==> config.mk <==
export PLATFORM = sky130hd
export DESIGN_NAME = hdx_txstat_tracker
export DESIGN_NICKNAME = d
export VERILOG_FILES = /design/src/rtl/hdx_txstat_pkg.sv /design/src/rtl/hdx_col_counter.sv /design/src/rtl/hdx_col_window.sv /design/src/rtl/hdx_defer_timer.sv /design/src/rtl/hdx_txstat_tracker.sv
export SDC_FILE = /design/constraint.sdc
export NUM_CORES = 1
export LEC_CHECK = 0
export ABC_AREA = 1
export CAP_MARGIN = 20
export CORE_MARGIN = 8
export CORE_UTILIZATION = 55
export CTS_CLUSTER_DIAMETER = 30
export DETAILED_ROUTE_END_ITERATION = 10
export PLACE_DENSITY = 0.87
export SLEW_MARGIN = 20
export SYNTH_ARGS = -nofsm -noshare
export SYNTH_HDL_FRONTEND = slang
export SYNTH_SLANG_ARGS = --single-unit
==> constraint.sdc <==
create_clock -name clk -period 2.41 [get_ports clk]
set_input_delay 0.482 -clock clk [delete_from_list [all_inputs] [get_ports clk]]
set_output_delay 0.482 -clock clk [all_outputs]
set_load 0.02 [all_outputs]
==> src/rtl/hdx_txstat_pkg.sv <==
package hdx_txstat_pkg;

  typedef enum logic [1:0] {
    ST_IDLE    = 2'd0,
    ST_DEFER   = 2'd1,
    ST_XMIT    = 2'd2,
    ST_BACKOFF = 2'd3
  } hdx_state_e;

  // deferral limit selected by jumbo mode
  function automatic int defer_limit(input logic jumbo, input int lim_std, input int lim_jumbo);
    return jumbo ? lim_jumbo : lim_std;
  endfunction

  // true when the collision about to be counted ends the frame
  function automatic logic col_exhausted(input int seen, input int max_col, input logic no_retry);
    return no_retry || ((seen + 1) >= max_col);
  endfunction

  // collision is late once the window of byte times has fully elapsed
  function automatic logic is_late(input int bytes_seen, input int window);
    return bytes_seen >= window;
  endfunction

endpackage

==> src/rtl/hdx_col_counter.sv <==
module hdx_col_counter
  import hdx_txstat_pkg::*;
#(
  parameter int MAX_COL = 16,
  parameter int CC_W    = 4
) (
  input  logic            clk,
  input  logic            rst_n,
  input  logic            clr,
  input  logic            inc,
  input  logic            no_retry,
  output logic [CC_W-1:0] tally,
  output logic            exhaust
);
  localparam int COL_W = $clog2(MAX_COL + 1);

  logic [COL_W-1:0] count;

  always_ff @(posedge clk or negedge rst_n) begin
    if (!rst_n)
      count <= '0;
    else if (clr)
      count <= '0;
    else if (inc && (count < COL_W'(MAX_COL)))
      count <= count + 1'b1;
  end

  assign tally   = count[CC_W-1:0];
  assign exhaust = col_exhausted(int'(count), MAX_COL, no_retry);

  p_col_bound_r4: assert property (@(posedge clk) disable iff (!rst_n)
    count <= COL_W'(MAX_COL));

  p_col_step_r12: assert property (@(posedge clk) disable iff (!rst_n)
    (clr) |=> (count == '0));

endmodule

==> src/rtl/hdx_col_window.sv <==
module hdx_col_window
  import hdx_txstat_pkg::*;
#(
  parameter int WIN_BYTES = 64
) (
  input  logic clk,
  input  logic rst_n,
  input  logic clr,
  input  logic run,
  input  logic byte_tick,
  output logic late
);
  localparam int WIN_W = $clog2(WIN_BYTES + 1);

  logic [WIN_W-1:0] bytes_q;

  always_ff @(posedge clk or negedge rst_n) begin
    if (!rst_n)
      bytes_q <= '0;
    else if (clr)
      bytes_q <= '0;
    else if (run && byte_tick && (bytes_q < WIN_W'(WIN_BYTES)))
      bytes_q <= bytes_q + 1'b1;
  end

  assign late = is_late(int'(bytes_q), WIN_BYTES);

  p_win_sat_r6: assert property (@(posedge clk) disable iff (!rst_n)
    bytes_q <= WIN_W'(WIN_BYTES));

  p_late_holds_r6: assert property (@(posedge clk) disable iff (!rst_n)
    (late && !clr) |=> late);

endmodule

==> src/rtl/hdx_defer_timer.sv <==
module hdx_defer_timer
  import hdx_txstat_pkg::*;
#(
  parameter int LIM_STD   = 24288,
  parameter int LIM_JUMBO = 155680
) (
  input  logic clk,
  input  logic rst_n,
  input  logic clr,
  input  logic run,
  input  logic bit_tick,
  input  logic crs,
  input  logic chk_en,
  input  logic jumbo,
  output logic over
);
  localparam int DEF_W = $clog2(LIM_JUMBO + 1);

  logic [DEF_W-1:0] wait_q;
  logic [DEF_W-1:0] lim_sel;
  logic             busy_tick;

  assign lim_sel   = DEF_W'(defer_limit(jumbo, LIM_STD, LIM_JUMBO));
  assign busy_tick = run && bit_tick && crs;

  always_ff @(posedge clk or negedge rst_n) begin
    if (!rst_n)
      wait_q <= '0;
    else if (clr)
      wait_q <= '0;
    else if (busy_tick && (wait_q < lim_sel))
      wait_q <= wait_q + 1'b1;
  end

  // one more busy bit time beyond the limit ends the frame
  assign over = busy_tick && chk_en && (wait_q >= lim_sel);

  p_wait_cap_r8: assert property (@(posedge clk) disable iff (!rst_n)
    wait_q <= DEF_W'(LIM_JUMBO));

  p_wait_idle_r7: assert property (@(posedge clk) disable iff (!rst_n)
    (!run && !clr) |=> $stable(wait_q));

endmodule

==> src/rtl/hdx_txstat_tracker.sv <==
module hdx_txstat_tracker
  import hdx_txstat_pkg::*;
#(
  parameter int MAX_COL         = 16,
  parameter int CC_W            = 4,
  parameter int WIN_BYTES       = 64,
  parameter int DEFER_LIM       = 24288,
  parameter int DEFER_LIM_JUMBO = 155680
) (
  input  logic            clk,
  input  logic            rst_n,
  input  logic            frame_start,
  input  logic            attempt_start,
  input  logic            tx_end,
  input  logic            col_in,
  input  logic            crs_in,
  input  logic            byte_tick,
  input  logic            bit_tick,
  input  logic            backoff_done,
  input  logic            retry_disable,
  input  logic            defer_chk_en,
  input  logic            jumbo_en,
  output logic            retry_req,
  output logic            done,
  output logic [CC_W-1:0] st_col_cnt,
  output logic            st_excess_col,
  output logic            st_late_col,
  output logic            st_excess_defer,
  output logic            st_deferred,
  output logic            st_err
);

  hdx_state_e      state;
  logic [CC_W-1:0] tally;
  logic            exhaust, late, defer_over;

  // named event wires
  logic ev_start, ev_attempt, ev_col, ev_late, ev_early;
  logic ev_excess, ev_retry, ev_ok, ev_defer, ev_finish;

  assign ev_start   = (state == ST_IDLE) && frame_start;
  assign ev_defer   = (state == ST_DEFER) && defer_over;
  assign ev_attempt = (state == ST_DEFER) && attempt_start && !defer_over;
  assign ev_col     = (state == ST_XMIT) && col_in;
  assign ev_late    = ev_col && late;
  assign ev_early   = ev_col && !late;
  assign ev_excess  = ev_early && exhaust;
  assign ev_retry   = ev_early && !exhaust;
  assign ev_ok      = (state == ST_XMIT) && !col_in && tx_end;
  assign ev_finish  = ev_ok || ev_late || ev_excess || ev_defer;

  hdx_col_counter #(.MAX_COL(MAX_COL), .CC_W(CC_W)) u_cols (
    .clk      (clk),
    .rst_n    (rst_n),
    .clr      (ev_start),
    .inc      (ev_early),
    .no_retry (retry_disable),
    .tally    (tally),
    .exhaust  (exhaust)
  );

  hdx_col_window #(.WIN_BYTES(WIN_BYTES)) u_win (
    .clk       (clk),
    .rst_n     (rst_n),
    .clr       (ev_attempt),
    .run       (state == ST_XMIT),
    .byte_tick (byte_tick),
    .late      (late)
  );

  hdx_defer_timer #(.LIM_STD(DEFER_LIM), .LIM_JUMBO(DEFER_LIM_JUMBO)) u_defer (
    .clk      (clk),
    .rst_n    (rst_n),
    .clr      (ev_start || ev_attempt),
    .run      (state == ST_DEFER),
    .bit_tick (bit_tick),
    .crs      (crs_in),
    .chk_en   (defer_chk_en),
    .jumbo    (jumbo_en),
    .over     (defer_over)
  );

  always_ff @(posedge clk or negedge rst_n) begin
    if (!rst_n) begin
      state           <= ST_IDLE;
      done            <= 1'b0;
      st_col_cnt      <= '0;
      st_excess_col   <= 1'b0;
      st_late_col     <= 1'b0;
      st_excess_defer <= 1'b0;
      st_deferred     <= 1'b0;
      st_err          <= 1'b0;
    end else begin
      done <= ev_finish;
      unique case (state)
        ST_IDLE: if (frame_start) begin
          state           <= ST_DEFER;
          st_col_cnt      <= '0;
          st_excess_col   <= 1'b0;
          st_late_col     <= 1'b0;
          st_excess_defer <= 1'b0;
          st_deferred     <= 1'b0;
          st_err          <= 1'b0;
        end
        ST_DEFER: begin
          if (crs_in) st_deferred <= 1'b1;
          if (defer_over) begin
            state           <= ST_IDLE;
            st_excess_defer <= 1'b1;
            st_err          <= 1'b1;
            st_col_cnt      <= tally;
          end else if (attempt_start) begin
            state <= ST_XMIT;
          end
        end
        ST_XMIT: begin
          if (ev_late) begin
            state       <= ST_IDLE;
            st_late_col <= 1'b1;
            st_err      <= 1'b1;
            st_col_cnt  <= tally;
          end else if (ev_excess) begin
            state         <= ST_IDLE;
            st_excess_col <= 1'b1;
            st_err        <= 1'b1;
            st_col_cnt    <= '0;
          end else if (ev_retry) begin
            state <= ST_BACKOFF;
          end else if (ev_ok) begin
            state      <= ST_IDLE;
            st_col_cnt <= tally;
          end
        end
        ST_BACKOFF: if (backoff_done) state <= ST_DEFER;
        default: state <= ST_IDLE;
      endcase
    end
  end

  assign retry_req = (state == ST_BACKOFF);

  p_done_pulse_r11: assert property (@(posedge clk) disable iff (!rst_n)
    done |=> !done);

  p_err_sum_r10: assert property (@(posedge clk) disable iff (!rst_n)
    done |-> (st_err == (st_excess_col | st_late_col | st_excess_defer)));

  p_one_cause_r10: assert property (@(posedge clk) disable iff (!rst_n)
    done |-> ($countones({st_excess_col, st_late_col, st_excess_defer}) <= 1));

  p_retry_wait_r3: assert property (@(posedge clk) disable iff (!rst_n)
    (retry_req && !backoff_done) |=> retry_req);

  p_late_abort_r6: assert property (@(posedge clk) disable iff (!rst_n)
    ((state == ST_XMIT) && col_in && late) |=> (done && st_late_col && !retry_req));

  p_idle_hold_r11: assert property (@(posedge clk) disable iff (!rst_n)
    ((state == ST_IDLE) && !frame_start) |=>
      $stable({st_col_cnt, st_excess_col, st_late_col, st_excess_defer, st_deferred, st_err}));

  p_excess_tally_r4: assert property (@(posedge clk) disable iff (!rst_n)
    (done && st_excess_col) |-> (st_col_cnt == '0));

endmodule

==> impl_metrics.csv <==
group,metric,value,unit
job,max-cap-violations,0,
global_routing,grt_max_degree,43,
route,drt-initial-drc-count,151,
floorplan,die_w,85.4,µm
sta,worstMarginPinSlew,945,ps
global_routing,overflow,0,
yosys,syn_area,0.00265,mm²
sta,setup-violations-final,0,
floorplan,die_h,85.4,µm
clocking,clkLatencyLatePin,300,ps
sta,fmax,449,MHz
finish,final_common_cell,"nand2_1",
placement,gp_congestion,0.844,
clocking,numCtsBuffers,5,
finish,area_delta_synth_final,14.6,%
route,dr.pass1.iters,4,
global_routing,grt_pass1_wl,10.0,mm
worst_setup_path,critPathKind,"in2reg",
yosys,synth_fp_nets,376,
clocking,htree_levels,2,
finish,layout.nets,404,
route,avgViaCountPerCell,5.44,
route,drt_wl_total,5.55,mm
power,power,2230,µW
outcome,outcome,"complete, no violations",
power,power_density,735,mW/mm²
clocking,cts_setup_buffers,0,
global_routing,grt.total_usage,0.168,
floorplan,initial_core_util,0.564,
sta,finClkSkew,12.2,ps
worst_setup_path,critPathMaxFanout,13,
placement,dpl.cell_count,421,
global_routing,antenna_found_initial,0,
min_path,holdCritPathClass,"in2async",
power,p_leak,0.00147,µW
worst_setup_path,setup.worst_path.start_class,"input port",
placement,port_buffers,23,
yosys,synth-compound-area-share,0.0898,
clocking,cts_root_buffer,"clkbuf_8",
yosys,ys_seq_area_frac,0.397,
yosys,synthSimpleGateAreaFrac,0.305,
sta,hold_viol_final,0,
yosys,synth_xor_area_frac,0.0430,
clocking,clk_pin_slew,90,ps
sta,period_minus_slack,2230,ps
power,ir_worst_vdd,455,µV
sta,rsz0062_at_grt,"no",
yosys,synth_top_family_by_area,"simple AND/OR/NAND/NOR gates",
clocking,cts.sinks,42,
yosys,yosysUniqueCellTypes,33,
finish,finalNonFillerCells,429,
route,route.detailed.drc,0,
yosys,muxShareOfSynthArea,0,
sta,maxSlewViolCount,0,
yosys,synth_area_per_cell,7.65,µm²
worst_setup_path,cp-end-kind,"flop",
finish,drive_gt1_frac,0.0747,
finish,antennaDiodeCount,0,
worst_setup_path,critPathRequiredTime,2590,ps
floorplan,die_area,0.00729,mm²
sta,relSlewSlack,0.370,
finish,layout_common_cells,"nand2_1, inv_1, nor2_1",
floorplan,fp.coreArea,0.00469,mm²
route,wl_per_cell,12.9,µm
floorplan,io_pins,24,
clocking,cts_tree,"done",
yosys,ys_ff_latch,42,
placement,place_hpwl,4.21,mm
yosys,synthAdderAreaFrac,0.0804,
yosys,yosysWarnings,0,
floorplan,row_count,25,
sta,fin_crit_sh,0.924,
route,postRouteAntennaNets,0,
route,vias,2333,
global_routing,grt_pass1_vias,2326,
yosys,synthCells,346,
worst_setup_path,critPathArrivalTime,2410,ps
clocking,clockBufferDepth,2,
==> through the flow <==
step / hold WS [ps] / setup TNS (ps) / worst slack [ps] / instance area, µm² / utilization
finish: 324 / 0 / 182 / 3030 / 0.646
global route: 396 / 0 / 21.9 / 3030 / 0.646
CTS: 353 / 0 / 139 / 3020 / 0.643
detailed placement: 498 / -3120 / -169 / 2920 / 0.623
global placement: 484 / -1500 / -102 / 2920 / 0.623
floorplan: 186 / 0 / 593 / 2650 / -
==> logic make-up after synthesis <==
| group | count (synthesis) |
|---|---|
| fa+ha+maj | 17 |
| compound gates | 44 |
| xor+xnor | 13 |
| flops | 42 |
| buf+inv | 53 |
| simple gates | 177 |
==> sequential cells by signal (all words and copies together) (netlist names), 2 cells and up <==
signal and flops:
st_col_cnt 4, state 2, u_cols.count 5, u_defer.wait_q 18
u_win.bytes_q 7
==> cell usage after synthesis, drive strengths merged <==
master,instances,area [µm²]
a21boi,1,7.51
a21o,2,15.0
a21oi,14,73.8
a31oi,1,6.26
buf,5,42.5
clkbuf,1,3.75
dfrtp,42,1050
ha,17,213
inv,47,176
nand2,80,320
nand3,20,118
nand3b,1,7.51
nand4,17,106
nor2,50,203
nor3,7,40.0
nor3b,1,7.51
o21ai,23,115
o21bai,1,7.51
o22ai,2,12.5
or2,1,6.26
xnor2,2,17.5
xor2,11,96.3
==> worst paths after layout <==
path | startpoint | to | slack, ps | cells after the start
min in group clk | st_err$_DFFE_PN0P_ | st_err$_DFFE_PN0P_ | 500 | 2
hold reg to reg | st_err$_DFFE_PN0P_ | st_err$_DFFE_PN0P_ | 500 | 2
setup / recovery | jumbo_en | u_defer.wait_q[2]$_DFFE_PN0P_ | 180 | 11
hold / removal | rst_n | u_defer.wait_q[3]$_DFFE_PN0P_ | 320 | 1
setup reg to reg | state[0]$_DFFE_PN0P_ | st_col_cnt[1]$_DFFE_PN0P_ | 360 | 9
max in group asynchronous | rst_n | u_cols.count[2]$_DFFE_PN0P_ | 1500 | 1
==> routing by layer <==
metal / global-route usage / wire, µm / vias to the layer above
met5: 0 / 0 / -
met4: 0.0573 / 61 / 0
met3: 0.0367 / 222 / 9
met2: 0.283 / 2700 / 42
met1: 0.206 / 2570 / 1109
li1: - / - / 1173
==> area by class of cell <==
cell class              instances  area, µm²
well taps                      54       67.6
inverters                      47        176
fillers                       406       1660
repair buffers                 27        259
clock buffers                   5       68.8
flip-flops and latches         42       1050
multi-input cells             251       1390
clock inverters                 3       23.8
==> critical path: stages <==
cell and delay [ps]:
clkdlybuf4s50_1 470, buf_4 180, ha_1 310, a21oi_1 150
nand4_1 90, nand2_1 80, nand2_2 90, nand2_4 110
nand3_4 150, nand2_4 200, nor2_1 80
==> power by group <==
part | switching [µW] | leakage [µW] | internal, µW
combinational | 550 | 0.000858 | 308
sequential | 92.9 | 0.000575 | 800
clock | 269 | 0.0000408 | 207
==> what timing repair did <==
item	in CTS	in global routing
setup endpoints to repair	0	12
hold buffers	0	0
gates resized for setup	0	8
No activity file was read; power rests on OpenSTA's default activity.
